File: config.mk
export PLATFORM = sky130hd
export DESIGN_NAME = mmu_xlate
export DESIGN_NICKNAME = d
export VERILOG_FILES = /design/src/rtl/mmu_pkg.sv /design/src/rtl/mmu_tlb.sv /design/src/rtl/mmu_fault.sv /design/src/rtl/mmu_xlate.sv
export SDC_FILE = /design/constraint.sdc
export NUM_CORES = 1
export LEC_CHECK = 0
export BUFFER_PORTS_ARGS = -buffer_cell sky130_fd_sc_hd__buf_2
export CAP_MARGIN = 5
export CORE_MARGIN = 2
export CORE_UTILIZATION = 45
export CTS_CLUSTER_DIAMETER = 30
export CTS_CLUSTER_SIZE = 16
export DETAILED_ROUTE_END_ITERATION = 8
export GPL_ROUTABILITY_DRIVEN = 0
export PLACE_DENSITY_LB_ADDON = 0.05
export SKIP_LAST_GASP = 1
export SYNTH_ARGS = -nofsm -noshare
export SYNTH_HDL_FRONTEND = slang
export SYNTH_SLANG_ARGS = --single-unit
File: constraint.sdc
create_clock -name clk -period 7 [get_ports clk]
set_input_delay 1.05 -clock clk [delete_from_list [all_inputs] [get_ports clk]]
set_output_delay 1.05 -clock clk [all_outputs]
set_load 0.01 [all_outputs]
File: src/rtl/mmu_pkg.sv
package mmu_pkg;
  localparam int PTE_SUPER_BIT = 31;
  localparam int PTE_WR_BIT    = 29;
  localparam int PTE_VALID_BIT = 28;

  localparam int FLT_INV = 0;
  localparam int FLT_WR  = 1;
  localparam int FLT_CAP = 2;
  localparam int NUM_FLT = 3;

  typedef enum logic [2:0] {
    ST_IDLE,
    ST_CHECK,
    ST_FETCH,
    ST_WAIT,
    ST_RESP
  } xl_state_e;
endpackage

File: src/rtl/mmu_tlb.sv
module mmu_tlb #(
  parameter int DEPTH   = 8,
  parameter int VPN_W   = 20,
  parameter int FRAME_W = 24,
  parameter int SUPER_W = 8
) (
  input  logic               clk,
  input  logic               rst_n,
  input  logic [VPN_W-1:0]   lk_vpn,
  output logic               hit,
  output logic [FRAME_W-1:0] hit_frame,
  output logic               hit_wr,
  input  logic               fill_en,
  input  logic [VPN_W-1:0]   fill_vpn,
  input  logic [FRAME_W-1:0] fill_frame,
  input  logic               fill_sup,
  input  logic               fill_wr,
  input  logic               clr_start,
  output logic               clearing
);
  localparam int IDX_W = (DEPTH > 1) ? $clog2(DEPTH) : 1;
  localparam logic [IDX_W-1:0] LAST = IDX_W'(DEPTH - 1);

  logic [DEPTH-1:0]   v_q, sup_q, wr_q;
  logic [VPN_W-1:0]   tag_q   [DEPTH];
  logic [FRAME_W-1:0] frame_q [DEPTH];
  logic [IDX_W-1:0]   rr_q, cidx_q;
  logic               clearing_q;
  logic [DEPTH-1:0]   hit_vec;

  // Per-slot match: superpage slots compare only the 1 MB region bits
  for (genvar i = 0; i < DEPTH; i++) begin : g_match
    assign hit_vec[i] = v_q[i] &&
      (sup_q[i] ? (tag_q[i][VPN_W-1:SUPER_W] == lk_vpn[VPN_W-1:SUPER_W])
                : (tag_q[i] == lk_vpn));
  end

  always_comb begin
    hit_frame = '0;
    hit_wr    = 1'b0;
    for (int i = 0; i < DEPTH; i++) begin
      if (hit_vec[i]) begin
        hit_frame = hit_frame | (sup_q[i] ?
          {frame_q[i][FRAME_W-1:SUPER_W], lk_vpn[SUPER_W-1:0]} : frame_q[i]);
        hit_wr = hit_wr | wr_q[i];
      end
    end
  end
  assign hit      = |hit_vec;
  assign clearing = clearing_q;

  always_ff @(posedge clk or negedge rst_n) begin
    if (!rst_n) begin
      v_q        <= '0;
      sup_q      <= '0;
      wr_q       <= '0;
      rr_q       <= '0;
      cidx_q     <= '0;
      clearing_q <= 1'b0;
    end else if (clr_start) begin
      clearing_q <= 1'b1;
      cidx_q     <= '0;
      rr_q       <= '0;
    end else if (clearing_q) begin
      v_q[cidx_q] <= 1'b0;
      if (cidx_q == LAST) clearing_q <= 1'b0;
      else                cidx_q     <= cidx_q + 1'b1;
    end else if (fill_en) begin
      v_q[rr_q]   <= 1'b1;
      sup_q[rr_q] <= fill_sup;
      wr_q[rr_q]  <= fill_wr;
      rr_q        <= (rr_q == LAST) ? '0 : rr_q + 1'b1;
    end
  end

  always_ff @(posedge clk) begin
    if (fill_en && !clearing_q && !clr_start) begin
      tag_q[rr_q]   <= fill_vpn;
      frame_q[rr_q] <= fill_frame;
    end
  end

  p_single_hit_r3: assert property (@(posedge clk) disable iff (!rst_n)
    $onehot0(hit_vec));
  p_no_fill_in_clear_r10: assert property (@(posedge clk) disable iff (!rst_n)
    clearing_q |-> !fill_en);
  p_all_clear_r10: assert property (@(posedge clk) disable iff (!rst_n)
    $fell(clearing_q) |-> (v_q == '0));
endmodule

File: src/rtl/mmu_fault.sv
module mmu_fault #(
  parameter int NF   = 3,
  parameter int VA_W = 32
) (
  input  logic            clk,
  input  logic            rst_n,
  input  logic [NF-1:0]   set_i,
  input  logic [VA_W-1:0] set_va_i,
  input  logic [NF-1:0]   clr_i,
  output logic [NF-1:0]   status_o,
  output logic [VA_W-1:0] va_o,
  output logic            irq_o
);
  logic [NF-1:0]   status_q;
  logic [VA_W-1:0] va_q;

  always_ff @(posedge clk or negedge rst_n) begin
    if (!rst_n) begin
      status_q <= '0;
      va_q     <= '0;
    end else begin
      status_q <= (status_q & ~clr_i) | set_i;
      if (|set_i) va_q <= set_va_i;
    end
  end

  assign status_o = status_q;
  assign va_o     = va_q;
  assign irq_o    = |status_q;

  for (genvar i = 0; i < NF; i++) begin : g_chk
    p_flag_source_r9: assert property (@(posedge clk) disable iff (!rst_n)
      $rose(status_q[i]) |-> $past(set_i[i]));
    p_flag_set_r9: assert property (@(posedge clk) disable iff (!rst_n)
      set_i[i] |=> status_q[i]);
  end
endmodule

File: src/rtl/mmu_xlate.sv
module mmu_xlate
  import mmu_pkg::*;
#(
  parameter int VA_W      = 32,
  parameter int PAGE_W    = 12,
  parameter int FRAME_W   = 24,
  parameter int PTE_W     = 32,
  parameter int TLB_DEPTH = 8,
  parameter int SUPER_W   = 8,
  localparam int VPN_W    = VA_W - PAGE_W,
  localparam int PA_W     = FRAME_W + PAGE_W
) (
  input  logic               clk,
  input  logic               rst_n,
  input  logic               cfg_xlate_en,
  input  logic [FRAME_W-1:0] cfg_tbl_frame,
  input  logic [VPN_W:0]     cfg_tbl_pages,
  input  logic               cfg_inv_check,
  input  logic               cfg_inv_abort,
  input  logic               cfg_inv_irq,
  input  logic               cfg_wr_abort,
  input  logic               cfg_wr_irq,
  input  logic               cfg_cap_abort,
  input  logic               cfg_cap_irq,
  input  logic               cfg_scr_en,
  input  logic [FRAME_W-1:0] cfg_scr_frame,
  input  logic               clr_req,
  output logic               clr_busy,
  input  logic               req_valid,
  output logic               req_ready,
  input  logic [VA_W-1:0]    req_va,
  input  logic               req_write,
  output logic               rsp_valid,
  input  logic               rsp_ready,
  output logic [PA_W-1:0]    rsp_pa,
  output logic               rsp_err,
  output logic               mem_rd_valid,
  input  logic               mem_rd_ready,
  output logic [PA_W-1:0]    mem_rd_addr,
  input  logic               mem_rsp_valid,
  input  logic [PTE_W-1:0]   mem_rsp_data,
  output logic [NUM_FLT-1:0] flt_status,
  input  logic [NUM_FLT-1:0] flt_clr,
  output logic [VA_W-1:0]    flt_va,
  output logic               flt_irq
);
  xl_state_e          state_q, state_d;
  logic [VA_W-1:0]    va_q;
  logic               wr_q;
  logic [PA_W-1:0]    pa_q, pa_d;
  logic               err_q, err_d;
  logic               clr_pend_q;
  logic [NUM_FLT-1:0] flt_set;

  logic [VPN_W-1:0]   vpn;
  logic [PAGE_W-1:0]  off;
  assign vpn = va_q[VA_W-1:PAGE_W];
  assign off = va_q[PAGE_W-1:0];

  // TLB and clear sequencing
  logic               t_hit, t_wr, t_clearing, clr_start, fill_en;
  logic [FRAME_W-1:0] t_frame;

  assign clr_start = (clr_req || clr_pend_q) && (state_q == ST_IDLE) && !t_clearing;
  assign clr_busy  = clr_pend_q || t_clearing;
  assign req_ready = (state_q == ST_IDLE) && !clr_req && !clr_pend_q && !t_clearing;

  // Fetched entry decode
  logic               m_valid, m_wr, m_sup;
  logic [FRAME_W-1:0] m_frame;
  logic               unused_bits;
  assign m_valid = mem_rsp_data[PTE_VALID_BIT];
  assign m_wr    = mem_rsp_data[PTE_WR_BIT];
  assign m_sup   = mem_rsp_data[PTE_SUPER_BIT];
  assign m_frame = m_sup ? {mem_rsp_data[FRAME_W-1:SUPER_W], vpn[SUPER_W-1:0]}
                         : mem_rsp_data[FRAME_W-1:0];
  assign unused_bits = ^{mem_rsp_data[PTE_W-1:FRAME_W]};

  assign fill_en = (state_q == ST_WAIT) && mem_rsp_valid && m_valid;

  mmu_tlb #(
    .DEPTH(TLB_DEPTH), .VPN_W(VPN_W), .FRAME_W(FRAME_W), .SUPER_W(SUPER_W)
  ) u_tlb (
    .clk       (clk),
    .rst_n     (rst_n),
    .lk_vpn    (vpn),
    .hit       (t_hit),
    .hit_frame (t_frame),
    .hit_wr    (t_wr),
    .fill_en   (fill_en),
    .fill_vpn  (vpn),
    .fill_frame(mem_rsp_data[FRAME_W-1:0]),
    .fill_sup  (m_sup),
    .fill_wr   (m_wr),
    .clr_start (clr_start),
    .clearing  (t_clearing)
  );

  // Entry source: TLB while checking, memory while waiting
  logic               e_valid, e_wr, inv_f, wr_f, cap_f;
  logic [FRAME_W-1:0] e_frame;
  logic [PA_W-1:0]    page_pa, scr_pa;
  assign e_valid = (state_q == ST_WAIT) ? m_valid : 1'b1;
  assign e_wr    = (state_q == ST_WAIT) ? m_wr    : t_wr;
  assign e_frame = (state_q == ST_WAIT) ? m_frame : t_frame;
  assign inv_f   = cfg_inv_check && !e_valid;
  assign wr_f    = !inv_f && wr_q && !e_wr;
  assign cap_f   = {1'b0, vpn} >= cfg_tbl_pages;
  assign page_pa = {e_frame, off};
  assign scr_pa  = {cfg_scr_frame, off};

  assign mem_rd_valid = (state_q == ST_FETCH);
  assign mem_rd_addr  = {cfg_tbl_frame, {PAGE_W{1'b0}}} + PA_W'({vpn, 2'b00});

  // Decision for an entry-based outcome (hit or fetched)
  task automatic decide_entry(output logic [PA_W-1:0] pa, output logic err,
                              output logic [NUM_FLT-1:0] fs);
    pa = page_pa;
    err = 1'b0;
    fs = '0;
    if (inv_f) begin
      fs[FLT_INV] = cfg_inv_irq;
      if (cfg_scr_en)         pa = scr_pa;
      else if (cfg_inv_abort) err = 1'b1;
    end else if (wr_f) begin
      fs[FLT_WR] = cfg_wr_irq;
      if (cfg_wr_abort) err = 1'b1;
    end
    if (err) pa = '0;
  endtask

  always_comb begin
    state_d = state_q;
    pa_d    = pa_q;
    err_d   = err_q;
    flt_set = '0;
    unique case (state_q)
      ST_IDLE: if (req_valid && req_ready) state_d = ST_CHECK;
      ST_CHECK: begin
        state_d = ST_RESP;
        if (!cfg_xlate_en) begin
          pa_d  = PA_W'(va_q);
          err_d = 1'b0;
        end else if (cap_f) begin
          flt_set[FLT_CAP] = cfg_cap_irq;
          err_d = cfg_cap_abort;
          if (cfg_cap_abort)   pa_d = '0;
          else if (cfg_scr_en) pa_d = scr_pa;
          else                 pa_d = {{FRAME_W{1'b0}}, off};
        end else if (t_hit) begin
          decide_entry(pa_d, err_d, flt_set);
        end else begin
          state_d = ST_FETCH;
        end
      end
      ST_FETCH: if (mem_rd_ready) state_d = ST_WAIT;
      ST_WAIT: if (mem_rsp_valid) begin
        decide_entry(pa_d, err_d, flt_set);
        state_d = ST_RESP;
      end
      ST_RESP: if (rsp_ready) state_d = ST_IDLE;
      default: state_d = ST_IDLE;
    endcase
  end

  always_ff @(posedge clk or negedge rst_n) begin
    if (!rst_n) begin
      state_q    <= ST_IDLE;
      va_q       <= '0;
      wr_q       <= 1'b0;
      pa_q       <= '0;
      err_q      <= 1'b0;
      clr_pend_q <= 1'b0;
    end else begin
      state_q <= state_d;
      pa_q    <= pa_d;
      err_q   <= err_d;
      if (req_valid && req_ready) begin
        va_q <= req_va;
        wr_q <= req_write;
      end
      if (clr_start)    clr_pend_q <= 1'b0;
      else if (clr_req) clr_pend_q <= 1'b1;
    end
  end

  assign rsp_valid = (state_q == ST_RESP);
  assign rsp_pa    = pa_q;
  assign rsp_err   = err_q;

  mmu_fault #(.NF(NUM_FLT), .VA_W(VA_W)) u_fault (
    .clk     (clk),
    .rst_n   (rst_n),
    .set_i   (flt_set),
    .set_va_i(va_q),
    .clr_i   (flt_clr),
    .status_o(flt_status),
    .va_o    (flt_va),
    .irq_o   (flt_irq)
  );

  p_rsp_hold_r11: assert property (@(posedge clk) disable iff (!rst_n)
    rsp_valid && !rsp_ready |=> rsp_valid && $stable(rsp_pa) && $stable(rsp_err));
  p_rd_hold_r11: assert property (@(posedge clk) disable iff (!rst_n)
    mem_rd_valid && !mem_rd_ready |=> mem_rd_valid && $stable(mem_rd_addr));
  p_err_zero_r5: assert property (@(posedge clk) disable iff (!rst_n)
    rsp_valid && rsp_err |-> rsp_pa == '0);
  p_stall_clear_r10: assert property (@(posedge clk) disable iff (!rst_n)
    clr_busy |-> !req_ready);
  p_no_fetch_bypass_r1: assert property (@(posedge clk) disable iff (!rst_n)
    mem_rd_valid |-> cfg_xlate_en);
endmodule

==> results of run 1 <==
==> critical path: cells and delay by family, from the launching register on <==
| family | cells | cell delay (ps) |
|---|---|---|
| AOI/OAI and AO/OA | 6 | 1350 |
| buffers and inverters | 3 | 590 |
| and+or+nand+nor | 1 | 110 |
| adders and majority gates | 1 | 440 |
| xor gates and xnor gates | 1 | 220 |
| DFF | 1 | 760 |
==> layer usage <==
layer	vias up	track usage, %	share of wire (%)	wire length [um]
li1	7160	-	-	-
met1	8116	33.78	43	29430
met2	550	41.74	48	33240
met3	147	5.208	5.5	3835
met4	0	11.17	3.8	2648
met5	-	0	0	0
==> power by group through the flow <==
stage | Combinational, mW | Sequential [mW] | Clock, mW
after floorplan | 1.67 | 3.86 | 0
after global routing | 2.58 | 4.12 | 6.01
after global placement | 2.33 | 4.11 | 0
after detailed placement | 2.37 | 4.11 | 0
after CTS | 2.38 | 4.07 | 5.85
final | 2.37 | 4.06 | 5.78
==> area by class of cell <==
| type | count | share of cell area (%) |
|---|---|---|
| Timing Repair Buffer | 307 | 5.689 |
| Clock buffer | 152 | 11.50 |
| Inverter | 43 | 0.5514 |
| Sequential cell | 492 | 48.08 |
| Tap cell | 672 | 2.873 |
| Multi-Input combinational cell | 1041 | 27.93 |
| Clock inverter | 78 | 3.347 |
| Antenna cell | 3 | 0.02565 |
==> through the flow <==
stage	area [sq um]	hold slack (ps)	utilization [%]	setup WS [ps]	std cells
2_1_floorplan	23020	447.2	-	314.7	1686
3_3_place_gp	24920	480.9	49.56	2028	2555
3_5_place_dp	24920	487.4	49.56	1980	2555
4_1_cts	29260	467.8	58.21	1787	2785
5_1_grt	29270	467.9	58.22	1440	2788
6_report	29270	434.9	58.22	1793	2788
==> placed cells by master, fill, tap and decap left out, types with 8 or more instances in the layout <==
| cell type | instances |
|---|---|
| edfxtp_1 | 352 |
| buf_2 | 257 |
| dfrtp_1 | 140 |
| clkbuf_16 | 123 |
| xnor2_1 | 116 |
| mux2_2 | 93 |
| nand3_1 | 84 |
| nor2_1 | 65 |
| xor2_1 | 63 |
| nand2_1 | 59 |
| buf_4 | 49 |
| a21oi_1 | 44 |
| and3_1 | 43 |
| inv_1 | 42 |
| ha_1 | 34 |
| nand4_1 | 33 |
| nor4_1 | 30 |
| mux2_4 | 30 |
| mux2i_1 | 30 |
| a221oi_1 | 26 |
| a22oi_1 | 24 |
| clkinv_2 | 24 |
| a22o_1 | 20 |
| o21ai_0 | 18 |
| clkbuf_8 | 18 |
| bufinv_16 | 17 |
| o2111ai_1 | 16 |
| clkinvlp_4 | 16 |
| or3_1 | 14 |
| a2111oi_0 | 12 |
| clkbuf_1 | 11 |
| nand2b_1 | 10 |
| a32oi_1 | 9 |
| o22ai_1 | 9 |
| or4_1 | 8 |
| a41o_1 | 8 |
| nor3_1 | 8 |
| nor4b_1 | 8 |
| o221ai_1 | 8 |
==> flip-flops by register name (all words and copies together), names as in the netlist <==
register          flops
rsp_err               1
u_fault.status_o      3
state_q               3
u_tlb.v_q             8
u_tlb.clearing        1
u_tlb.wr_q            8
va_q                 32
u_fault.va_o         32
rsp_pa               36
wr_q                  1
u_tlb.sup_q           8
u_tlb.cidx_q          3
clr_pend_q            1
u_tlb.rr_q            3
u_tlb.tag_q         160
u_tlb.frame_q       192
==> kinds of logic after synthesis <==
family | Yosys count | synth area share (%)
DFF | 492 | 61.15
and+or+nand+nor | 409 | 9.765
AOI/OAI and AO/OA | 262 | 8.802
xor gates and xnor gates | 180 | 6.883
muxes | 153 | 7.813
buffers and inverters | 153 | 3.632
adders and majority gates | 35 | 1.936
other | 1 | 0.01629
==> worst min path at each step <==
stage / slack, ps / to / depth (start not counted)
floorplan: 450 / u_tlb.wr_q[7] / 2
global placement: 480 / rsp_err / 2
detailed placement: 490 / rsp_pa[5] / 1
CTS: 470 / u_fault.va_o[30] / 1
global route: 470 / u_fault.va_o[29] / 1
finish: 430 / u_fault.va_o[29] / 1
==> out/qor.yml, run 1 <==
power_and_ir_drop:
  p_seq_share_pct: 33.3
  power_frac_comb_pct: 19.4
  power.leakage_nw: 11.47
  power_switching_share_pct: 30.13
  p_total_mw: 12.20
  pwr-share-clk_pct: 47.4
  p_per_area_mw_per_mm2: 417.0
  p_sw_mw: 3.677
  internal_power_mw: 8.527
  peakVddDrop_v: 0.0002602
sta:
  finalCriticalPeriod_ps: 5207
  fin_tns_setup_ps: 0
  finalHoldViolations: 0
  tightest_slew_ps: 1150
  skew_ps: 29.55
  fin_crit_sh_pct: 74.39
  max_freq_mhz: 192.0
  rsz0062_at_grt: "no"
  slew_headroom_pct: 23.34
  final-setup-viol-count: 0
  slew_violations: 0
grt:
  grt_max_degree: 72
  antenna_found_initial: 4
  grt_pass1_vias: 15952
  grt_overflow: 0
  grtUsageTotal_pct: 25.80
  grt_pass1_wl_mm: 101.2
clock_tree:
  clk_path_buf_depth: 3
  cts_root_buffer: "clkbuf_16"
  htreeDepth: 3
  post_cts_buffers: 0
  cts_tree: "done"
  hold_buffers: 0
  cts.sinks: 492
  cts_made_buffers: 120
  clk_latency_ps: 680
  postCtsResizedCells: 0
  clkSlewWorstSetupHoldPaths_ps: 50
synthesis:
  synth_edf_count: 352
  ys_warn_count: 0
  yosysUniqueCellTypes: 81
  ys_top_cells_by_count: "edfxtp_1 (352), dfrtp_1 (140), xnor2_1 (116)"
  syn-cell-area_sq_mm: 0.02301
  synth_top_flop_cell: "edfxtp_1"
  yosysMostFrequentCell: "edfxtp_1"
  synth_area_per_cell_sq_um: 13.66
  synthCells: 1685
  yosysTopAreaCell: "edfxtp_1"
  yosysSeqAreaShare_pct: 61.15
  synthTopCellsByArea: "edfxtp_1 (46%), dfrtp_1 (15%), mux2_2 (4.6%), xnor2_1 (4.4%), xor2_1 (2.4%)"
  yosys.area.top_type_share_pct: 45.93
  yosys_register_bits: 492
  synth-async-reset-ratio_pct: 28.46
worst_setup_path:
  max_stage_delay_ps: 760
  crit_required_ps: 5950
  crit_path_max_fanout: 13
  setup.worst_path.end: "mem_rd_addr[28]"
  worstSetupPathType: "reg -> out"
  endpoint_kind: "primary output"
  critPathLaunchType: "register"
  reg2reg_from: "va_q[31]"
  slowest_stage: "dfrtp_1"
  critical_path_arrival_ps: 4160
  crit_start: "va_q[23]"
  rrSetupSlack_ps: 2080
  rr_endpoint: "u_fault.va_o[1]"
  ff2ff_path_depth: 9
  crit_chain: "buf_4 > inv_1 > fa_1 > nor2b_1 > o21ai_0 > a21boi_0 > o21ai_0 > a21oi_1 > o2111ai_1 > a21oi_1 > xor2_1 > buf_2"
worst_hold_path:
  hp-class: "in -> async"
route:
  route.detailed.drc: 0
  final_antenna_net_count: 0
  num_vias: 15973
  drt_iter0_markers: 1286
  wl_mm: 69.16
  routedWlPerCell_um: 24.80
  firstDrtPassIters: 5
  drt-vias-per-instance: 5.729
die:
  num_rows: 82
  fp.dieW_um: 230.1
  design.portCount: 266
  die-area_sq_mm: 0.05297
  chipHeight_um: 230.1
  start_util_pct: 45.78
  coreArea_sq_mm: 0.05027
placed_design:
  place.port_buffers: 258
  hpwl_mm: 42.93
layout:
  drive_above_1_share_pct: 31.80
  fin_nets: 2193
  area_growth_syn_to_layout_pct: 27.19
  multi_input_area_sq_mm: 0.008175
  register_area_sq_mm: 0.01407
  nFillCells: 4162
run_status:
  status: "finished clean"
job:
  max_cap_violations: 0
No activity file was read; power rests on OpenSTA's default activity.
==> inputs of run 2 (changes only) <==
==> constraint.sdc (replaced) <==
create_clock -name clk -period 4.9 [get_ports clk]
set_input_delay 0.735 -clock clk [delete_from_list [all_inputs] [get_ports clk]]
set_output_delay 0.735 -clock clk [all_outputs]
set_load 0.01 [all_outputs]
==> run 2 against run 1 <==
Net effect:
- via count decreased by 0.41%
- first-iteration DRC count is 5.6% lower
- largest power group unchanged
- critical path type unchanged
- flip-flop and latch count unchanged
- combinational power increased by 57%
- clock-buffer cell count rose by 3
==> out/qor.yml, run 2 (synthesized netlist as in run 1, its figures left out) <==
run_status:
  status: "finished clean"
sta:
  finalHoldViolations: 0
  slew_violations: 0
  final-setup-viol-count: 0
  slew_headroom_pct: 15.06
  rsz0062_at_grt: "no"
  max_freq_mhz: 228.4
  fin_tns_setup_ps: 0
  tightest_slew_ps: 1265
  skew_ps: 40.65
  fin_crit_sh_pct: 89.34
  finalCriticalPeriod_ps: 4378
route:
  route.detailed.drc: 0
  drt_iter0_markers: 1214
  final_antenna_net_count: 0
  drt-vias-per-instance: 5.649
  wl_mm: 67.79
  routedWlPerCell_um: 24.07
  num_vias: 15907
  firstDrtPassIters: 6
placed_design:
  place_area_sq_mm: 0.02535
  hpwl_mm: 45.88
  place_inst: 2599
  place.port_buffers: 258
layout:
  top_register: "u_tlb.frame_q"
  design_area_sq_mm: 0.02924
  mostFrequentLayoutCells: "edfxtp_1 (352), buf_2 (257), dfrtp_1 (139)"
  largest_reg_flops: 192
  fin_cells: 2816
  fin_nets: 2231
  final_common_cell: "edfxtp_1"
  drive_above_1_share_pct: 31.95
  area_growth_syn_to_layout_pct: 27.06
  antenna_cells: 0
  nFillCells: 4149
worst_setup_path:
  endpoint_kind: "primary output"
  critPathLaunchType: "register"
  crit_start: "va_q[23]"
  crit_required_ps: 4160
  rr_endpoint: "rsp_pa[33]"
  worstSetupPathType: "reg -> out"
  ff2ff_path_depth: 9
  setup.worst_path.end: "mem_rd_addr[26]"
  crit_path_max_fanout: 9
  critical_path_arrival_ps: 3640
  reg2reg_from: "va_q[16]"
  rrSetupSlack_ps: 870
die:
  fp.dieW_um: 230.1
  chipHeight_um: 230.1
  num_rows: 82
  coreArea_sq_mm: 0.05027
  start_util_pct: 45.78
  design.portCount: 266
  die-area_sq_mm: 0.05297
power_and_ir_drop:
  power_switching_share_pct: 30.53
  peakVddDrop_v: 0.0003706
  p_per_area_mw_per_mm2: 574.4
  power.leakage_nw: 11.50
  pwr-share-clk_pct: 44.5
  p_sw_mw: 5.128
  power_frac_comb_pct: 22.1
  internal_power_mw: 11.67
  p_seq_share_pct: 33.4
clock_tree:
  cts_tree: "done"
  htreeDepth: 3
  clkSlewWorstSetupHoldPaths_ps: 40
  cts_root_buffer: "clkbuf_16"
  clk_latency_ps: 670
  cts.sinks: 492
  post_cts_buffers: 0
  cts_made_buffers: 114
  clk_path_buf_depth: 3
grt:
  grt_pass1_vias: 16242
  grt_pass1_wl_mm: 102.1
  grtUsageTotal_pct: 25.61
  grt_max_degree: 65
  grt_overflow: 0
  antenna_found_initial: 1
job:
  max_cap_violations: 0
worst_hold_path:
  hp-class: "in -> async"
==> run 2: cell count changes in the layout (fill, tap and decap cells not counted), moves of 3 or more <==
cell        previous run  this run
diode_2                3         0
clkinv_2              24        21
bufinv_16             17        11
clkbuf_16            123       117
buf_4                 49        86
clkinv_8               4         1
buf_12                 0         7
clkinvlp_4            16        12
clkbuf_8              18        10
clkbuf_1              11        28
==> run 2: power groups by stage <==
stage | logic [mW] | clock network (mW) | registers (mW)
6_report | 3.72 | 7.47 | 5.60
5_1_grt | 4.07 | 7.81 | 5.68
4_1_cts | 3.75 | 7.58 | 5.62
3_5_place_dp | 3.73 | 0 | 5.68
3_3_place_gp | 3.67 | 0 | 5.67
2_1_floorplan | 2.39 | 0 | 5.52
==> run 2: critical path, cell delays in order, from the launching register on <==
cell       delay, ps
dfrtp_1          580
inv_1            110
fa_1             450
nor2b_1          120
o21ai_0          120
a21boi_0         240
o21ai_0          140
a21oi_1          320
o2111ai_1        330
a21oi_1          270
xor2_1           170
buf_2            150
==> run 2: how the worst min path moves through the flow <==
| stage | to | startpoint | slack, ps |
|---|---|---|---|
| 2_1_floorplan | clr_pend_q | rst_n | 440 |
| 3_3_place_gp | rsp_err | rsp_err | 480 |
| 3_5_place_dp | rsp_pa[9] | rsp_pa[9] | 490 |
| 4_1_cts | u_tlb.wr_q[4] | rst_n | 120 |
| 5_1_grt | u_fault.va_o[26] | rst_n | 150 |
| 6_report | u_fault.va_o[26] | rst_n | 130 |
==> run 2: cell type report <==
cell class	count	area (sq um)	area share, %
clock buffers	155	3171	10.84
well taps	672	840.8	2.875
clock inverters	62	719.4	2.460
multi-input cells	1041	8192	28.01
flip-flops and latches	492	14070	48.13
repair buffers	351	2083	7.124
inverters	43	161.4	0.5520
==> run 2: routing by layer <==
| layer | up-vias | wire length, um | track usage (%) |
|---|---|---|---|
| met3 | 116 | 3245 | 4.415 |
| met5 | - | 0 | 0 |
| met4 | 0 | 1895 | 9.032 |
| met2 | 478 | 33990 | 43.39 |
| li1 | 7221 | - | - |
| met1 | 8092 | 28660 | 33.16 |
==> run 2: stage by stage <==
stage	power (mW)	hold WS, ps	worst slack (ps)	util [%]
after floorplan	7.910	439.4	-232.5	-
after global placement	9.345	480.0	951.7	50.43
after detailed placement	9.413	489.7	946.0	50.43
after CTS	16.95	119.9	271.8	58.16
after global routing	17.56	149.2	163.0	58.17
final	16.80	126.2	522.1	58.17
==> run 2: repair_timing <==
item	in CTS	in global routing
hold buffers	0	0
resized for setup	0	1
setup endpoints to repair	0	2
==> inputs of run 3 (changes only) <==
==> constraint.sdc (replaced) <==
create_clock -name clk -period 4.9 [get_ports clk]
set_input_delay 0.735 -clock clk [delete_from_list [all_inputs] [get_ports clk]]
set_output_delay 0.735 -clock clk [all_outputs]
set_load 0.1 [all_outputs]
==> run 3 against run 2 <==
Net effect:
- global-route usage shrank 0.18 points
- first-iteration DRC count is 12% higher
- non-clock buffer count fell by 10
- utilization about the same
- largest power group unchanged
- clock-buffer cell count is 13 lower
- via count about the same
- cell count shrank 0.57%
- maximum frequency shrank 3.4%
- critical path type unchanged
- cell area is essentially flat
- sequential share of layout area about the same
- flip-flop and latch count unchanged
==> out/qor.yml, run 3 (synthesized netlist as in run 1, its figures left out) <==
layout:
  register_area_sq_mm: 0.01407
  top_register: "u_tlb.frame_q"
  fin_nets: 2218
  mostFrequentLayoutCells: "edfxtp_1 (352), buf_2 (257), dfrtp_1 (140)"
  drive_above_1_share_pct: 31.37
  multi_input_area_sq_mm: 0.008199
  area_growth_syn_to_layout_pct: 27.02
  final_common_cell: "edfxtp_1"
  largest_reg_flops: 192
  fin_util_pct: 58.14
  nFillCells: 4097
power_and_ir_drop:
  internal_power_mw: 11.89
  p_per_area_mw_per_mm2: 654.8
  power_frac_comb_pct: 31.5
  pwr-share-clk_pct: 39.7
  p_seq_share_pct: 28.9
  power_switching_share_pct: 37.86
  power.leakage_nw: 11.47
  p_sw_mw: 7.247
  peakVddDrop_v: 0.0006969
clock_tree:
  hold_buffers: 0
  clkSlewWorstSetupHoldPaths_ps: 40
  postCtsResizedCells: 0
  cts.sinks: 492
  cts_root_buffer: "clkbuf_16"
  clk_path_buf_depth: 3
  post_cts_buffers: 0
  cts_made_buffers: 111
  cts_tree: "done"
  clk_latency_ps: 640
  htreeDepth: 3
grt:
  grtUsageTotal_pct: 25.44
  grt_max_degree: 91
  grt_overflow: 0
  grt_pass1_vias: 16036
  grt_pass1_wl_mm: 100.7
  antenna_found_initial: 1
route:
  final_antenna_net_count: 0
  drt_iter0_markers: 1357
  routedWlPerCell_um: 24.11
  wl_mm: 67.52
  route.detailed.drc: 0
  drt-vias-per-instance: 5.678
  num_vias: 15898
  firstDrtPassIters: 5
sta:
  holdWs_ps: 247.1
  finalHoldViolations: 0
  tightest_slew_ps: 1128
  max_freq_mhz: 220.6
  finalCriticalPeriod_ps: 4533
  fin_tns_setup_ps: 0
  rsz0062_at_grt: "no"
  slew_violations: 0
  skew_ps: 37.15
  final-setup-viol-count: 0
  fin_crit_sh_pct: 92.52
  slew_headroom_pct: 24.53
worst_setup_path:
  setup.worst_path.end: "mem_rd_addr[28]"
  crit_path_max_fanout: 6
  crit_start: "va_q[23]"
  endpoint_kind: "primary output"
  rrSetupSlack_ps: 950
  rr_endpoint: "rsp_pa[28]"
  reg2reg_from: "va_q[12]"
  worstSetupPathType: "reg -> out"
  ff2ff_path_depth: 12
  critical_path_arrival_ps: 3800
  crit_required_ps: 4160
  critPathLaunchType: "register"
run_status:
  status: "finished clean"
placed_design:
  hpwl_mm: 44.35
  place.port_buffers: 258
die:
  fp.dieW_um: 230.1
  coreArea_sq_mm: 0.05027
  die-area_sq_mm: 0.05297
  start_util_pct: 45.78
  design.portCount: 266
  chipHeight_um: 230.1
  num_rows: 82
job:
  max_cap_violations: 0
worst_hold_path:
  hp-class: "in -> async"
run 3: cell count changes in the layout (fill, tap and decap cells not counted), sizes merged:
cell      change
buf          -10
bufinv        +7
clkbuf       -13
clkinvlp      +1
diode         +2
inv           -3
run 3: routing by layer:
metal,vias to the layer above,GRT usage [%],part of all wire (%)
li1,7179,-,-
met1,8033,33.85,42
met2,577,42.68,50
met3,109,3.819,5.6
met4,0,8.609,2.4
met5,-,0,0
run 3: area by class of cell:
class                           count  share of cell area [%]
Clock buffer                      142                   10.50
Antenna cell                        2                 0.01712
Inverter                           43                  0.5522
Timing Repair Buffer              341                   6.999
Clock inverter                     67                   2.859
Tap cell                          672                   2.876
Sequential cell                   492                   48.15
Multi-Input combinational cell   1041                   28.05
run 3: worst max-delay path: stages, from the launching register on:
cell,delay (ps)
dfrtp_1,470
inv_1,90
fa_1,430
nor2b_1,120
o21ai_0,100
a21boi_0,280
o21ai_0,150
a21oi_1,270
o2111ai_1,370
a21oi_1,290
xor2_1,170
buf_2,440
run 3: power by group through the flow:
| stage | sequential [mW] | clock [mW] | combinational [mW] |
|---|---|---|---|
| 6_report | 5.53 | 7.59 | 6.02 |
| 5_1_grt | 5.59 | 7.90 | 6.37 |
| 4_1_cts | 5.54 | 7.68 | 6.06 |
| 3_5_place_dp | 5.60 | 0 | 6.04 |
| 3_3_place_gp | 5.59 | 0 | 5.98 |
| 2_1_floorplan | 6.70 | 0 | 3.41 |
run 3: through the flow:
step / power (mW) / instance area, sq um / setup WS, ps / std cells
floorplan: 10.10 / 23040 / -232.5 / 1686
global placement: 11.56 / 25320 / 688.7 / 2589
detailed placement: 11.64 / 25320 / 604.7 / 2589
CTS: 19.28 / 29230 / 330.9 / 2798
global route: 19.87 / 29230 / 68.74 / 2799
finish: 19.14 / 29230 / 366.7 / 2800
run 3: worst min path at each step:
stage,from,end,slack [ps],cells after the start
floorplan,rst_n,clr_pend_q,440,0
global placement,u_tlb.wr_q[7],u_tlb.wr_q[7],480,2
detailed placement,u_tlb.wr_q[7],u_tlb.wr_q[7],470,2
CTS,rst_n,va_q[20],250,1
global route,flt_clr[1],u_fault.status_o[1],280,2
finish,rst_n,u_tlb.wr_q[2],250,1
